<file path="config.mk">
export PLATFORM = sky130hd
export DESIGN_NAME = mt_fetch_sel
export DESIGN_NICKNAME = d
export VERILOG_FILES = /design/src/rtl/mt_fetch_pkg.sv /design/src/rtl/mt_rr_pick.sv /design/src/rtl/mt_pc_bank.sv /design/src/rtl/mt_sel_fsm.sv /design/src/rtl/mt_fetch_sel.sv
export SDC_FILE = /design/constraint.sdc
export NUM_CORES = 1
export LEC_CHECK = 0
export BUFFER_PORTS_ARGS = -buffer_cell sky130_fd_sc_hd__buf_2
export CORE_MARGIN = 5
export CORE_UTILIZATION = 60
export DETAILED_ROUTE_END_ITERATION = 12
export GPL_TIMING_DRIVEN = 0
export PLACE_DENSITY = 0.8
export SYNTH_ARGS = -nofsm -noshare
export SYNTH_HDL_FRONTEND = slang
export SYNTH_SLANG_ARGS = --single-unit
export TNS_END_PERCENT = 50
</file>
<file path="constraint.sdc">
create_clock -name clk -period 3.85 [get_ports clk]
set_clock_uncertainty 0.2 [all_clocks]
set_input_delay 0.385 -clock clk [delete_from_list [all_inputs] [get_ports clk]]
set_output_delay 0.385 -clock clk [all_outputs]
set_load 0.005 [all_outputs]
</file>
<file path="src/rtl/mt_fetch_pkg.sv">
package mt_fetch_pkg;

    // Controller states of the thread selector
    typedef enum logic [1:0] {
        SEL_FINE  = 2'd0,   // per-cycle round-robin interleave
        SEL_HOLD  = 2'd1,   // one thread owns fetch (coarse)
        SEL_DRAIN = 2'd2,   // waiting for the pipeline to empty
        SEL_SWAP  = 2'd3    // choosing the next owner
    } sel_state_e;

endpackage

</file>
<file path="src/rtl/mt_rr_pick.sv">
module mt_rr_pick #(
    parameter int N_THREADS = 4,
    parameter int TID_W     = $clog2(N_THREADS)
) (
    input  logic [N_THREADS-1:0] req,
    input  logic [TID_W-1:0]     start,
    output logic                 found,
    output logic [TID_W-1:0]     idx
);

    localparam int CW = TID_W + 1;

    // Scan from the highest offset down so the lowest offset wins.
    always_comb begin
        found = 1'b0;
        idx   = start;
        for (int k = N_THREADS - 1; k >= 0; k--) begin
            logic [CW-1:0] pos;
            pos = {1'b0, start} + CW'(k);
            if (pos >= CW'(N_THREADS)) begin
                pos = pos - CW'(N_THREADS);
            end
            if (req[pos[TID_W-1:0]]) begin
                found = 1'b1;
                idx   = pos[TID_W-1:0];
            end
        end
    end

endmodule

</file>
<file path="src/rtl/mt_pc_bank.sv">
module mt_pc_bank #(
    parameter int              N_THREADS    = 4,
    parameter int              TID_W        = $clog2(N_THREADS),
    parameter int              PC_W         = 32,
    parameter int              ILEN_BYTES   = 4,
    parameter logic [PC_W-1:0] START_BASE   = '0,
    parameter logic [PC_W-1:0] START_STRIDE = PC_W'(32'h0000_1000)
) (
    input  logic                      clk,
    input  logic                      rst_n,
    input  logic                      inc_vld,
    input  logic [TID_W-1:0]          inc_tid,
    input  logic                      redir_vld,
    input  logic [TID_W-1:0]          redir_tid,
    input  logic [PC_W-1:0]           redir_pc,
    input  logic [TID_W-1:0]          rd_tid,
    output logic [PC_W-1:0]           rd_pc,
    output logic [N_THREADS*PC_W-1:0] pc_flat
);

    logic [PC_W-1:0] pc_q [N_THREADS];

    always_ff @(posedge clk or negedge rst_n) begin
        if (!rst_n) begin
            for (int i = 0; i < N_THREADS; i++) begin
                pc_q[i] <= START_BASE + PC_W'(i) * START_STRIDE;
            end
        end else begin
            for (int i = 0; i < N_THREADS; i++) begin
                if (redir_vld && (redir_tid == TID_W'(i))) begin
                    pc_q[i] <= redir_pc;
                end else if (inc_vld && (inc_tid == TID_W'(i))) begin
                    pc_q[i] <= pc_q[i] + PC_W'(ILEN_BYTES);
                end
            end
        end
    end

    always_comb begin
        rd_pc = '0;
        if (32'(rd_tid) < N_THREADS) begin
            rd_pc = pc_q[rd_tid];
        end
    end

    for (genvar g = 0; g < N_THREADS; g++) begin : g_flat
        assign pc_flat[g*PC_W +: PC_W] = pc_q[g];
    end

endmodule

</file>
<file path="src/rtl/mt_sel_fsm.sv">
module mt_sel_fsm
    import mt_fetch_pkg::*;
#(
    parameter int N_THREADS = 4,
    parameter int TID_W     = $clog2(N_THREADS)
) (
    input  logic                 clk,
    input  logic                 rst_n,
    input  logic                 coarse_mode,
    input  logic [N_THREADS-1:0] thr_ready,
    input  logic                 miss_evt,
    input  logic                 pipe_empty,
    input  logic                 pick_found,
    input  logic [TID_W-1:0]     pick_idx,
    output logic [TID_W-1:0]     pick_start,
    output logic                 fetch_vld,
    output logic [TID_W-1:0]     fetch_tid,
    output logic                 drain_req,
    output sel_state_e           state_o
);

    localparam logic [TID_W-1:0] LAST_TID = TID_W'(N_THREADS - 1);

    sel_state_e       state_q, state_d;
    logic [TID_W-1:0] rr_q, rr_d;
    logic [TID_W-1:0] cur_q, cur_d;

    function automatic logic [TID_W-1:0] tid_inc(input logic [TID_W-1:0] t);
        return (t == LAST_TID) ? '0 : t + TID_W'(1);
    endfunction

    // State register
    always_ff @(posedge clk or negedge rst_n) begin
        if (!rst_n) begin
            state_q <= SEL_FINE;
            rr_q    <= '0;
            cur_q   <= '0;
        end else begin
            state_q <= state_d;
            rr_q    <= rr_d;
            cur_q   <= cur_d;
        end
    end

    // Next state
    always_comb begin
        state_d = state_q;
        rr_d    = rr_q;
        cur_d   = cur_q;
        unique case (state_q)
            SEL_FINE: begin
                if (pick_found) begin
                    rr_d = tid_inc(pick_idx);
                end
                if (coarse_mode) begin
                    state_d = SEL_HOLD;
                    cur_d   = pick_found ? pick_idx : rr_q;
                end
            end
            SEL_HOLD: begin
                if (miss_evt) begin
                    state_d = SEL_DRAIN;
                end else if (!coarse_mode) begin
                    state_d = SEL_FINE;
                    rr_d    = tid_inc(cur_q);
                end
            end
            SEL_DRAIN: begin
                if (pipe_empty) begin
                    state_d = SEL_SWAP;
                end
            end
            SEL_SWAP: begin
                if (pick_found) begin
                    cur_d   = pick_idx;
                    rr_d    = tid_inc(pick_idx);
                    state_d = coarse_mode ? SEL_HOLD : SEL_FINE;
                end
            end
        endcase
    end

    // Outputs
    always_comb begin
        fetch_vld  = 1'b0;
        fetch_tid  = cur_q;
        drain_req  = 1'b0;
        pick_start = rr_q;
        unique case (state_q)
            SEL_FINE: begin
                fetch_vld = pick_found;
                fetch_tid = pick_idx;
            end
            SEL_HOLD: begin
                fetch_vld = thr_ready[cur_q] && !miss_evt;
                fetch_tid = cur_q;
            end
            SEL_DRAIN: begin
                drain_req = 1'b1;
            end
            SEL_SWAP: begin
                pick_start = tid_inc(cur_q);
                fetch_vld  = pick_found;
                fetch_tid  = pick_idx;
            end
        endcase
    end

    assign state_o = state_q;

endmodule

</file>
<file path="src/rtl/mt_fetch_sel.sv">
module mt_fetch_sel
    import mt_fetch_pkg::*;
#(
    parameter int              N_THREADS    = 4,
    parameter int              TID_W        = $clog2(N_THREADS),
    parameter int              PC_W         = 32,
    parameter int              ILEN_BYTES   = 4,
    parameter logic [PC_W-1:0] START_BASE   = '0,
    parameter logic [PC_W-1:0] START_STRIDE = PC_W'(32'h0000_1000)
) (
    input  logic                 clk,
    input  logic                 rst_n,
    input  logic                 coarse_mode,
    input  logic [N_THREADS-1:0] thr_ready,
    input  logic                 miss_evt,
    input  logic                 pipe_empty,
    input  logic                 redir_vld,
    input  logic [TID_W-1:0]     redir_tid,
    input  logic [PC_W-1:0]      redir_pc,
    output logic                 fetch_vld,
    output logic [TID_W-1:0]     fetch_tid,
    output logic [PC_W-1:0]      fetch_pc,
    output logic                 drain_req
);

    logic                      pick_found;
    logic [TID_W-1:0]          pick_idx;
    logic [TID_W-1:0]          pick_start;
    sel_state_e                fsm_state;
    logic [N_THREADS*PC_W-1:0] pc_flat;

    mt_rr_pick #(
        .N_THREADS (N_THREADS),
        .TID_W     (TID_W)
    ) u_pick (
        .req   (thr_ready),
        .start (pick_start),
        .found (pick_found),
        .idx   (pick_idx)
    );

    mt_sel_fsm #(
        .N_THREADS (N_THREADS),
        .TID_W     (TID_W)
    ) u_fsm (
        .clk         (clk),
        .rst_n       (rst_n),
        .coarse_mode (coarse_mode),
        .thr_ready   (thr_ready),
        .miss_evt    (miss_evt),
        .pipe_empty  (pipe_empty),
        .pick_found  (pick_found),
        .pick_idx    (pick_idx),
        .pick_start  (pick_start),
        .fetch_vld   (fetch_vld),
        .fetch_tid   (fetch_tid),
        .drain_req   (drain_req),
        .state_o     (fsm_state)
    );

    mt_pc_bank #(
        .N_THREADS    (N_THREADS),
        .TID_W        (TID_W),
        .PC_W         (PC_W),
        .ILEN_BYTES   (ILEN_BYTES),
        .START_BASE   (START_BASE),
        .START_STRIDE (START_STRIDE)
    ) u_pcs (
        .clk       (clk),
        .rst_n     (rst_n),
        .inc_vld   (fetch_vld),
        .inc_tid   (fetch_tid),
        .redir_vld (redir_vld),
        .redir_tid (redir_tid),
        .redir_pc  (redir_pc),
        .rd_tid    (fetch_tid),
        .rd_pc     (fetch_pc),
        .pc_flat   (pc_flat)
    );

endmodule

</file>
# Yosys cells after proc, flatten, opt, wreduce, memory -nomap -nowiden
# Index checks and enable logic that the tools add are counted.
[word_totals]
ff_bits = 134
inputBits = 44
output_inout_bits = 36
elab_cells = 126
[op_classes]
n_addsub = 13
order_cmp = 10
eq_ne = 18
n_mux = 54
bitwise = 1
reduce_logical = 23
[op_table]
columns = ["operator", "n"]
rows = [
  ["2-to-1 mux 32 bit", 10],
  ["adder 32 x 3 -> 32 bit, second input constant", 4],
  ["binary-select mux 32 bit (select 2 bit)", 1],
  ["2-to-1 mux 2 bit", 23],
  ["== test 2 bit, second input constant", 8],
  ["less-than comparator 2 x 3 -> 1 bit, second input constant", 5],
  ["greater-or-equal comparator 3 bit, second input constant", 4],
  ["nonzero test 2 bit", 6],
  ["2-to-1 mux 1 bit", 11],
  ["binary-select mux 1 bit (select 2 bit)", 5],
  ["logical AND 1 bit", 9],
  ["!= test 2 bit, second input constant", 4],
  ["one-hot mux 2 bit (2 select lines)", 2],
  ["one-hot mux 2 bit (4 select lines)", 1],
  ["AND reduction 4 bit", 2],
  ["subtractor 2 x 1 -> 2 bit, second input constant", 4],
  ["adder 2 x 2 -> 3 bit, second input constant", 2],
  ["== test 2 x 1 -> 1 bit, second input constant", 3],
  ["logical NOT 2 bit", 3],
  ["adder 2 x 1 -> 2 bit, second input constant", 2],
  ["!= test 2 x 1 -> 1 bit, second input constant", 2],
  ["adder 2 x 1 -> 3 bit, second input constant", 1],
  ["greater-or-equal comparator 2 x 3 -> 1 bit, second input constant", 1],
  ["!= test 3 bit, second input constant", 1],
  ["other kinds (5)", 5],
]

# Depth between registers and ports, before layout
[depth]
ltp_word = 17
ltp_mapped = 11
ltp_nobuf = 10

# Modules after synthesis
# Synthesis repeated with hierarchy kept, for this count alone.
[hier_totals]
hier_cells = 884
area_unflattened_um2 = 8489.4
[by_module_without_submodules]
columns = ["mod", "n_inst", "cells_per_inst", "area_each_um2", "seq_area_each_um2"]
rows = [
  ["mt_pc_bank", 1, 811, 7845.0, 3208.1],
  ["mt_sel_fsm", 1, 57, 544.3, 150.1],
  ["mt_rr_pick", 1, 16, 100.1, 0.0],
]

# Worst setup path after synthesis
# OpenSTA, ideal clock, no wires.
[synth_path]
kind = "flip-flop to output port"
start = "reg u_fsm.state_q[0], in the netlist u_fsm.state_o[0]"
end = "out fetch_pc[10]"
arrival_time_ps = 2581
required_time_ps = 3265
path_slack_ps = 684
path_stages_with_launch = 11
n_path_buf = 2
cell_sequence = "dfrtp_1 > ha_1 > buf_6 > or3b_4 > a211oi_1 > a2111o_1 > nand2_1 > nor2_1 > a21oi_2 > buf_2 > mux2i_1"
[synth_via]
elab_chain_len = 16
elab_cells_between_ends = 36
cone_classes = "7 x add/sub; 4 x order compare; 1 x eq/ne; 21 x mux; 1 x bitwise; 2 x reduce/logical"
[synth_rtl]
columns = ["item", "line", "text"]
rows = [
  ["start, declared", "mt_sel_fsm.sv:24", "sel_state_e state_q, state_d;"],
  ["start signal, assigned", "mt_sel_fsm.sv:39", "state_q <= state_d;"],
  ["== test 2 bit", "mt_sel_fsm.sv:89", "unique case (state_q)"],
  ["2-to-1 mux 2 bit", "mt_sel_fsm.sv:89", ""],
  ["adder 2 x 2 -> 3 bit", "mt_rr_pick.sv:19", "pos = {1'b0, start} + CW'(k);"],
  ["greater-or-equal comparator 3 bit / subtractor 2 x 1 -> 2 bit (equally long branches)", "mt_rr_pick.sv:20, mt_rr_pick.sv:21", ""],
  ["2-to-1 mux 2 bit", "mt_rr_pick.sv:20", "if (pos >= CW'(N_THREADS)) begin"],
  ["binary-select mux 1 bit (select 2 bit)", "mt_rr_pick.sv:23", "if (req[pos[TID_W-1:0]]) begin"],
  ["2-to-1 mux 1 bit (not written as such)", "mt_rr_pick.sv:23", ""],
  ["2-to-1 mux 2 bit (4 in series)", "mt_rr_pick.sv:23", ""],
  ["2-to-1 mux 2 bit *", "mt_sel_fsm.sv:89", ""],
  ["NOT 2 -> 3 bit (not written as such) *", "mt_pc_bank.sv:42", "rd_pc = pc_q[rd_tid];"],
  ["binary-select mux 32 bit (select 2 bit) *", "mt_pc_bank.sv:42", ""],
  ["2-to-1 mux 32 bit (not written as such) * (2 in series)", "mt_pc_bank.sv:42", ""],
  ["end, declared", "mt_fetch_sel.sv:22", "output logic [PC_W-1:0] fetch_pc,"],
]
# Every way passes the cells marked *; elsewhere a longest branch is shown, timed or not. The select of a mux whose other input is x is not followed.

# Worst setup path after layout
[layout_path]
start = "reg u_fsm.state_q[0], in the netlist u_fsm.state_o[0]"
end = "out fetch_pc[27]"
# Same word-level chain as after synthesis.

==> results.py <==
metrics = {
    "placement": {
        "place_congestion": 0.9425,
        "place_hpwl_um": 21500,
        "dpl-instance-area_mm2": 0.01018,
        "io_buffers": 79,
        "dpl_worst_slack_ps": -10.15,
    },
    "layout": {
        "mostFrequentLayoutCell": "dfrtp_1",
        "multiInputGateArea_mm2": 0.005772,
        "num-fill-cells": 1204,
        "final_cell_mix": "dfrtp_1, nor2_1, mux2i_1",
        "diodes": 0,
        "fin_nets": 1220,
        "final-seq-area_mm2": 0.003359,
        "drive_above_1_share_pct": 18.49,
        "design_area_mm2": 0.01099,
        "area.growth.synth_to_final_pct": 15.85,
    },
    "critical_path": {
        "crit_start": "u_fsm.state_o[0]",
        "r2r-end": "u_pcs.pc_flat[21]",
        "end_kind": "primary output",
        "required_ps": 3260,
        "crit_path_start_kind": "register",
        "cp_max_fo": 10,
        "r2r_setup_slack_ps": 330,
        "worst-setup-path-type": "reg -> out",
        "cp.arrival_ps": 3210,
        "worstRegToRegCells": 11,
        "timing.rr.start": "u_fsm.state_o[0]",
    },
    "flow_run": {
        "cap_violations": 0,
    },
    "timing": {
        "period_needed_ps": 3795,
        "layout_setup_ws_ps": 54.63,
        "slew_violations": 0,
        "hold_violations": 0,
        "worstMarginPinSlew_ps": 1228,
        "period_share_pct": 98.58,
        "rsz0062_at_grt": "true",
        "relSlewSlack_pct": 17.97,
        "setup_viol": 0,
        "fmax_ghz": 0.2635,
    },
    "floorplanning": {
        "fp-row-count": 46,
        "initial_core_util_pct": 60.35,
        "die_width_um": 135.7,
        "die_area_mm2": 0.01842,
        "fp.coreArea_mm2": 0.01571,
        "ios": 80,
        "dieHeight_um": 135.7,
    },
    "pwr": {
        "combPwrFrac_pct": 57.7,
        "p_per_area_mw_per_mm2": 822.6,
        "seq_power_share_pct": 24.6,
        "swShare_pct": 44.57,
        "p_sw_mw": 4.028,
        "power_frac_clock_pct": 17.8,
        "intPower_mw": 5.009,
        "p_leak_nw": 4.440,
        "vdd_drop_max_uv": 405.5,
    },
    "drt": {
        "first_pass_iters": 6,
        "drt_wl_total_um": 29420,
        "wl_per_cell_um": 21.09,
        "drt_iter0_markers": 1340,
        "remaining_drc_errors": 0,
        "vias": 8941,
        "vias_per_cell": 6.409,
        "ant_nets": 0,
    },
    "logic_synthesis": {
        "netlist_top_cells_area": "dfrtp_1, mux2i_1, xnor2_1, nor2_1, a21oi_1",
        "synth_area_leader_cell": "dfrtp_1",
        "synth_top_area_share_pct": 34.31,
        "yosysWarnings": 0,
        "synth-seq-cells": 134,
        "synth_edf_count": 0,
        "synth_cells": 1052,
        "avgSynthCellArea_um2": 9.014,
        "async_reset_ff_share_pct": 100.0,
        "ys_seq_area_share_pct": 35.41,
        "synthFlopType": "dfrtp_1",
        "synthDistinctLibCells": 70,
        "synth_area_mm2": 0.009483,
        "syn_nets": 1106,
    },
    "clock_network": {
        "cts.sinks": 134,
        "cts_tree": "built",
        "numCtsBuffers": 17,
        "root_buffer": "clkbuf_16",
        "clockBufferDepth": 2,
        "insertion_delay_ps": 430,
        "cts_max_level": 4,
        "cts.clk_slew.worst_paths_ps": 60,
    },
    "min_path": {
        "min_from": "redir_pc[1]",
        "hp-class": "in -> reg",
        "worst_hold_path.num_cells": 3,
        "min_to": "u_pcs.pc_flat[1]",
    },
    "global_routing": {
        "grt_overflow": 0,
        "grt_pass1_wl_um": 45850,
        "first_global_vias": 8484,
        "track_usage_pct": 32.39,
        "antenna_found_initial": 0,
        "grt_max_degree": 69,
    },
    "outcome": {
        "outcome": "finished clean",
    },
}
## worst max-delay path by stage
stage	slack (ps)	end	cells past startpoint
4_1_cts	-20	fetch_pc[30]	11
3_5_place_dp	-10	fetch_pc[12]	11
3_3_place_gp	20	fetch_pc[12]	11
2_1_floorplan	680	fetch_pc[10]	10
5_1_grt	-20	fetch_pc[29]	11
6_report	50	fetch_pc[27]	11
## registers in the layout, indices dropped and copies added, names as in the netlist, named ones only
register	flops
u_fsm.state_o	1
u_fsm.rr_q	2
u_pcs.pc_flat	128
u_fsm.cur_q	2
## metrics by stage
stage | util (%) | power, mW | setup TNS [ps] | std cells | hold WS [ps]
3_5_place_dp | 64.80 | 6.925 | -10.15 | 1348 | 230.2
5_1_grt | 69.92 | 9.488 | -72.45 | 1395 | 24.57
4_1_cts | 69.13 | 8.727 | -38.67 | 1387 | 13.11
2_1_floorplan | - | 5.388 | 0 | 1052 | -110.6
3_3_place_gp | 64.59 | 6.845 | 0 | 1347 | 263.7
6_report | 69.92 | 9.036 | 0 | 1395 | 19.65
## power groups by stage
stage          Clock (mW)  Combinational, mW  Sequential (mW)
6_report             1.61               5.21             2.22
5_1_grt              1.67               5.55             2.27
2_1_floorplan           0               3.30             2.09
3_3_place_gp            0               4.65             2.20
3_5_place_dp            0               4.71             2.22
4_1_cts              1.60               4.92             2.20
## worst max-delay path, stage by stage, from the launching register on
cell and delay, ps:
dfrtp_1 400, ha_1 180, buf_6 140, or3b_4 420, a31oi_4 260, nor3_1 100, nor2_2 190, buf_6 210
buf_6 220, mux2i_1 380, mux2i_1 120, buf_2 140
## kinds of logic (layout without fill, tap and decap cells)
family,Yosys count,after routing,share of synthesized area [%]
and+or+nand+nor,376,376,19.94
AOI/OAI and AO/OA,236,236,18.23
DFF,134,134,35.41
muxes,110,110,12.01
xor gates and xnor gates,93,93,8.590
buffers and inverters,93,220,4.499
adders and majority gates,10,10,1.319
## synth_stat cells, types with 4 or more instances
master and instances:
and4_1 5, o211ai_1 12, xnor2_1 62, or3_1 18
nor2b_1 5, buf_1 4, a21oi_1 71, nand4_1 17
nand2b_1 6, dfstp_2 4, ha_1 10, inv_1 26
and2_1 9, nor3_1 13, a31oi_1 23, nor2_1 103
o21ai_1 17, o31ai_1 6, nand2_1 90, mux2i_1 101
a2111oi_4 4, clkbuf_1 35, a2111oi_1 4, or4_1 7
a211oi_1 5, mux2_2 6, o2111ai_1 18, a2111oi_2 10
buf_2 20, buf_6 7, and3_1 25, nand3_1 37
dfrtp_1 130, xor2_1 31, nor4_1 24, o21ai_0 44
## repair_timing
action | 4_1_cts | 5_1_grt
resized for setup | 19 | 13
hold endpoints to repair | 63 | 0
buffers inserted | 6 | 8
pin swaps | 1 | 2
hold buffers | 1 | 0
setup endpoints to repair | 33 | 32
## area by class of cell
cell class                 count  area share (%)
clock buffer                  21           4.191
tap                          216           2.460
sequential                   134           30.58
buffer                        66           3.371
timing repair buffer          95           4.954
clock inverter                11          0.9795
multi-input combinational    825           52.54
inverter                      27          0.9226
## metal layers
layer / wire, um / GRT usage [%] / up-vias
met5: 0 / 0 / -
met4: 1022 / 12.82 / 0
met3: 3061 / 6.092 / 84
met2: 13730 / 51.60 / 559
met1: 11610 / 43.85 / 4244
li1: - / - / 4054
(Power assumes the default switching activity.)
